===== config.mk =====
export PLATFORM = sky130hd
export DESIGN_NAME = seq110_detect_top
export DESIGN_NICKNAME = d
export VERILOG_FILES = /design/src/rtl/seq110_pkg.sv /design/src/rtl/seq110_mealy.sv /design/src/rtl/seq110_moore.sv /design/src/rtl/seq110_detect_top.sv
export SDC_FILE = /design/constraint.sdc
export NUM_CORES = 1
export LEC_CHECK = 0
export BUFFER_PORTS_ARGS = -buffer_cell sky130_fd_sc_hd__buf_2
export CAP_MARGIN = 15
export CORE_AREA = 2 2 39 41
export CTS_CLUSTER_DIAMETER = 60
export CTS_CLUSTER_SIZE = 12
export DETAILED_ROUTE_END_ITERATION = 10
export DIE_AREA = 0 0 41 43
export SLEW_MARGIN = 20
export SYNTH_ARGS = -nofsm -noshare
export SYNTH_HDL_FRONTEND = slang
export SYNTH_HIERARCHICAL = 1
export SYNTH_SLANG_ARGS = --single-unit

===== constraint.sdc =====
create_clock -name clk -period 1.1 [get_ports clk]
set_input_delay 0.055 -clock clk [delete_from_list [all_inputs] [get_ports clk]]
set_output_delay 0.055 -clock clk [all_outputs]
set_load 0.05 [all_outputs]

===== src/rtl/seq110_pkg.sv =====
package seq110_pkg;

    localparam int MEALY_W = 2;
    localparam int MOORE_W = 3;
    // position of the flag bit inside the Moore state code
    localparam int MOORE_FLAG_BIT = MOORE_W - 1;

    typedef enum logic [MEALY_W-1:0] {
        MLY_IDLE = 2'b00,
        MLY_ONE  = 2'b01,
        MLY_TWO  = 2'b10
    } mealy_st_e;

    typedef enum logic [MOORE_W-1:0] {
        MOR_IDLE = 3'b000,
        MOR_ONE  = 3'b001,
        MOR_TWO  = 3'b010,
        MOR_HIT  = 3'b100
    } moore_st_e;

    function automatic mealy_st_e mealy_next(input mealy_st_e cur, input logic bit_in);
        mealy_st_e nxt;
        nxt = MLY_IDLE;
        if (bit_in) begin
            case (cur)
                MLY_IDLE: nxt = MLY_ONE;
                MLY_ONE:  nxt = MLY_TWO;
                MLY_TWO:  nxt = MLY_TWO;
                default:  nxt = MLY_IDLE;
            endcase
        end
        return nxt;
    endfunction

    function automatic moore_st_e moore_next(input moore_st_e cur, input logic bit_in);
        moore_st_e nxt;
        nxt = MOR_IDLE;
        case (cur)
            MOR_IDLE: nxt = bit_in ? MOR_ONE : MOR_IDLE;
            MOR_ONE:  nxt = bit_in ? MOR_TWO : MOR_IDLE;
            MOR_TWO:  nxt = bit_in ? MOR_TWO : MOR_HIT;
            MOR_HIT:  nxt = bit_in ? MOR_ONE : MOR_IDLE;
            default:  nxt = MOR_IDLE;
        endcase
        return nxt;
    endfunction

endpackage


===== src/rtl/seq110_mealy.sv =====
module seq110_mealy
    import seq110_pkg::*;
(
    input  logic clk,
    input  logic rst,
    input  logic din,
    output logic hit
);

    mealy_st_e state_q;
    mealy_st_e state_d;

    always_comb begin
        state_d = mealy_next(state_q, din);
    end

    always_ff @(posedge clk) begin
        if (rst) begin
            state_q <= MLY_IDLE;
        end else begin
            state_q <= state_d;
        end
    end

    always_comb begin
        hit = (state_q == MLY_TWO) && !din;
    end

    AST_MEALY_RESET_IDLE: assert property (@(posedge clk) rst |=> state_q == MLY_IDLE);
    AST_MEALY_BAD_CODE: assert property (@(posedge clk) disable iff (rst)
        !(state_q inside {MLY_IDLE, MLY_ONE, MLY_TWO}) |=> state_q == MLY_IDLE);
    AST_MEALY_ZERO_IDLES: assert property (@(posedge clk) disable iff (rst)
        !din |=> state_q == MLY_IDLE);
    AST_MEALY_TWO_AFTER_ONES: assert property (@(posedge clk) disable iff (rst)
        (state_q == MLY_TWO) |-> $past(din));

endmodule


===== src/rtl/seq110_moore.sv =====
module seq110_moore
    import seq110_pkg::*;
(
    input  logic clk,
    input  logic rst,
    input  logic din,
    output logic hit
);

    moore_st_e state_q;
    moore_st_e state_d;

    always_comb begin
        state_d = moore_next(state_q, din);
    end

    always_ff @(posedge clk) begin
        if (rst) begin
            state_q <= MOR_IDLE;
        end else begin
            state_q <= state_d;
        end
    end

    // flag taken straight from a state flop
    assign hit = state_q[MOORE_FLAG_BIT];

    AST_MOORE_RESET_IDLE: assert property (@(posedge clk) rst |=> state_q == MOR_IDLE);
    AST_MOORE_BAD_CODE: assert property (@(posedge clk) disable iff (rst)
        !(state_q inside {MOR_IDLE, MOR_ONE, MOR_TWO, MOR_HIT}) |=> state_q == MOR_IDLE);
    AST_MOORE_HIT_ENTRY: assert property (@(posedge clk) disable iff (rst)
        hit |-> ($past(state_q) == MOR_TWO) && !$past(din));
    AST_MOORE_HIT_SINGLE: assert property (@(posedge clk) disable iff (rst)
        hit |=> !hit);
    AST_MOORE_HIT_THEN_ONE: assert property (@(posedge clk) disable iff (rst)
        (hit && din) |=> state_q == MOR_ONE);

endmodule


===== src/rtl/seq110_detect_top.sv =====
module seq110_detect_top
    import seq110_pkg::*;
(
    input  logic clk,
    input  logic rst,
    input  logic din,
    output logic hit_mealy,
    output logic hit_moore
);

    seq110_mealy u_mealy (
        .clk (clk),
        .rst (rst),
        .din (din),
        .hit (hit_mealy)
    );

    seq110_moore u_moore (
        .clk (clk),
        .rst (rst),
        .din (din),
        .hit (hit_moore)
    );

    AST_MOORE_LAGS_MEALY: assert property (@(posedge clk) disable iff (rst)
        !$past(rst) |-> hit_moore == $past(hit_mealy));
    AST_MEALY_ONLY_ON_ZERO: assert property (@(posedge clk) disable iff (rst)
        hit_mealy |-> !din);

endmodule


* Yosys cells after proc, flatten, opt, wreduce, memory -nomap -nowiden
Index checks and enable logic that the tools add are counted.
** Word-level totals
- Register bits :: 5
- Bits in latches :: 0
- Bits in writable memories :: 0
- ROM bits :: 0
- Output and inout bits :: 2
- Logic and storage cells :: 20
- Memories :: 0
** Cells by class
- $add $sub $neg :: 0
- Multiply operators :: 0
- Div/mod/pow operators :: 0
- Order comparisons :: 0
- Eq/ne operators :: 5
- Shift operators :: 0
- Mux-type cells :: 5
- Bitwise gates (word level) :: 1
- Reduce and logical (&&, ||, !) cells :: 7
** Operators with widths (count)
- $pmux W3 S3 :: 1
- $reduce_or A2 Y1 :: 3
- $pmux W2 S2 :: 1
- $eq A3 B1 Y1 const B :: 1
- $eq A3 B2 Y1 const B :: 1
- $eq A3 B3 Y1 const B :: 1
- $logic_not A3 Y1 :: 1
- $mux W3 :: 1
- $eq A2 B1 Y1 const B :: 1
- $eq A2 B2 Y1 const B :: 1
- $logic_not A2 Y1 :: 1
- $mux W2 :: 1
- $logic_and A1 B1 Y1 :: 1
- $logic_not A1 Y1 :: 1
- $mux W1 :: 1
- $not A1 Y1 :: 1

* Depth between registers and ports, before layout
- Depth in word-level cells :: 3
- Mapped depth :: 3

* Hierarchy
Netlist, hierarchy kept.
** By module, submodules not included
- seq110_moore :: times used 1, cells an instance 8, area each 105.1 um2
- seq110_mealy :: times used 1, cells an instance 9, area each 96.3 um2

* Worst setup path before layout
Ideal clock, no wire load.
- Kind :: flip-flop to output port
- Start :: register u_mealy.state_q[0]
- End :: output hit_mealy
- Data arrival time :: 1.181 ns
- Required time :: 1.045 ns
- Setup slack :: -0.136 ns
- Cell stages (with the launch flop) :: 4
- Path through :: dfxtp_1 -> inv_1 -> ha_1 -> nor2b_1
** Between the ends
- Longest elaborated chain between the ends :: 2
** Ends and longest elaborated chain
- start: declaration :: RTL line seq110_mealy.sv:10 : mealy_st_e state_q;
- start signal: assignment :: RTL line seq110_mealy.sv:21 : state_q <= state_d;
- $eq A2 B2 Y1 :: RTL line seq110_mealy.sv:26 : hit = (state_q == MLY_TWO) && !din;
- $logic_and A1 B1 Y1 :: RTL line seq110_mealy.sv:26
- end: declaration :: RTL line seq110_detect_top.sv:7 : output logic hit_mealy,
Every way passes these cells.

* Worst setup path after layout
Same ends and word-level chain as after synthesis.

==> qor.yml <==
status:
  status: "complete, no violations"
logic_synthesis:
  synth_warnings: 6
  ys_seq_area_share_pct: 49.7
  ys_ff_latch: 5
  avgSynthCellArea_sq_um: 11.8
  syn_nets: 22
  synth_area_sq_um: 201
  synth_cells: 17
  synth_cell_types: 10
hold_path:
  holdPathStages: 2
  min-delay-start: "rst"
  hold_path_class: "input pin to register"
  min_to: "u_moore/state_q[1]"
setup_path:
  end_kind: "output port"
  critPathMaxFanout: 2
  r2r_slack_ps: 80
  r2r_start: "u_mealy/state_q[0]"
  critical-path-max-stage-delay_ps: 310
  cp_slowest_cell: "dfxtp_2"
  crit_arrival_ps: 1010
  cp-start-kind: "register"
  worst_ep_required_time_ps: 1040
  timing.rr.end: "u_mealy/state_q[1]"
  critical_path_class: "register to output port"
  r2r_cells: 4
  crit_chain: "inv_2 > ha_4 > nor2b_4 > buf_8"
timing:
  relSlewSlack_pct: 84.8
  tightestPinTransition_ps: 225
  fmax_mhz: 942
  fin_crit_sh_pct: 96.5
  layout_min_cycle_time_ps: 1060
  final_max_slew_viol_count: 0
  clock_skew_ps: 0.0751
  hold_violations: 0
  setup_viol: 0
  setup_tns_ps: 0
route:
  viasPerCell: 3.57
  drt_first_pass_iters: 1
  detailroute.via_count: 150
  route.detailed.drc: 0
  avgRoutedWirePerCell_microns: 7.81
  ant_nets: 0
  drt-total-wl_microns: 328
  drt_iter0_markers: 0
clock_network:
  clock_latency_ps: 230
  clkSlewWorstSetupHoldPaths_ps: 40
  clockRootBuffer: "clkbuf_4"
  htreeDepth: 1
  numCtsBuffers: 3
  cts_buffer_depth: 2
  clock-sinks: 5
  tritoncts: "done"
place:
  gp_congestion: 0.561
  place_area_sq_um: 244
  placed_cells: 37
  port_buffers: 4
finish:
  design_area_sq_um: 308
  diodes: 0
  layoutNonFillerInstCount: 42
  mostFrequentLayoutCells: "clkbuf_4, buf_2, dfxtp_1"
  nets: 32
  drive_gt1_share_pct: 53.8
  syn2layout_area_growth_pct: 52.8
  fin_util_pct: 22.2
floorplan:
  design.die.area_sq_mm: 0.00176
  fp-row-count: 14
  pin_count: 5
  initial_core_util_pct: 14.6
  fp.dieH_microns: 43
  dieWidth_microns: 41
  coreArea_sq_mm: 0.00138
power:
  p_leak_uw: 0.000124
  power_density_mw_per_mm2: 1430
  power_uw: 440
  ir_drop_mv: 0.741
grt:
  grt_pass1_vias: 129
  overflow: 0
  grt_first_pass_wirelength_microns: 483
  grtUsageTotal_pct: 4.72
  antenna_found_initial: 0
  grt_max_degree: 7
flow_run:
  maxCapViolations: 0
[synthesized netlist by cell type]
master   count  area (sq um)
and2_1       1          6.26
and3b_1      2          17.5
dfxtp_1      5           100
ha_1         2          25.0
inv_1        2          7.51
nor2b_1      1          6.26
nor4_1       1          6.26
nor4b_1      1          8.76
nor4b_2      1          15.0
xnor2_1      1          8.76
[report_power, final]
part           switching [uW]  total (uW)  leakage, uW  internal, uW
logic                    19.0        39.3    0.0000675          20.3
registers                5.62         196    0.0000417           191
clock network            68.0         205    0.0000150           137
total                    92.7         440     0.000124           348
[sequential cells by signal, indices dropped and copies added, names as in the netlist]
signal	flops
u_mealy/state_q	2
u_moore/state_q	3
[final cells by class]
cell class / count / area [sq um]
timing repair buffer: 5 / 37.5
multi-input combinational: 10 / 114
clock buffer: 4 / 26.3
tap: 16 / 20.0
inverter: 2 / 7.51
fill: 152 / 1080
sequential: 5 / 103
[per-layer routing]
| metal | vias up | routed length (microns) | GRT usage, % |
|---|---|---|---|
| met1 | 66 | 156 | 4.50 |
| met3 | 0 | 40 | 6.28 |
| met2 | 6 | 131 | 5.63 |
| met5 | - | 0 | 0 |
| met4 | 0 | 0 | 2.00 |
| li1 | 78 | - | - |
[how the worst max path moves through the flow]
stage | from | to | slack (ps) | cells past startpoint
after floorplan | u_moore/state_q[2] | u_moore/state_q[2] | 100 | 2
after global placement | u_mealy/state_q[0] | hit_mealy | 200 | 4
after detailed placement | u_mealy/state_q[0] | hit_mealy | 190 | 4
after CTS | u_mealy/state_q[0] | hit_mealy | 6 | 4
after global routing | u_mealy/state_q[0] | hit_mealy | -3 | 4
final | u_mealy/state_q[0] | hit_mealy | 40 | 4
[through the flow]
| step | hold slack, ps | setup WS (ps) |
|---|---|---|
| after floorplan | 129 | 101 |
| after global placement | 290 | 198 |
| after detailed placement | 294 | 189 |
| after CTS | 42.3 | 5.87 |
| after global routing | 49.6 | -3.07 |
| final | 43.8 | 38.7 |
[cells by family (layout without fill, tap and decap cells)]
kind of cell / count (synthesis) / after routing / synth area share (%)
flops: 5 / 5 / 49.7
fa+ha+maj: 2 / 2 / 12.4
buf+inv: 2 / 11 / 3.73
simple gates: 7 / 7 / 29.8
xor+xnor: 1 / 1 / 4.35
[critical path: cells and delay by family, from the launching register on]
family / cells / cell delay, ps
buf+inv: 2 / 210
flops: 1 / 310
simple gates: 1 / 130
fa+ha+maj: 1 / 120
[what timing repair did]
action	CTS	global route
pin swaps	0	1
buffers inserted	0	1
hold buffers	0	0
setup endpoints to repair	1	1
gates resized for setup	5	4
No activity file was read; power rests on OpenSTA's default activity.
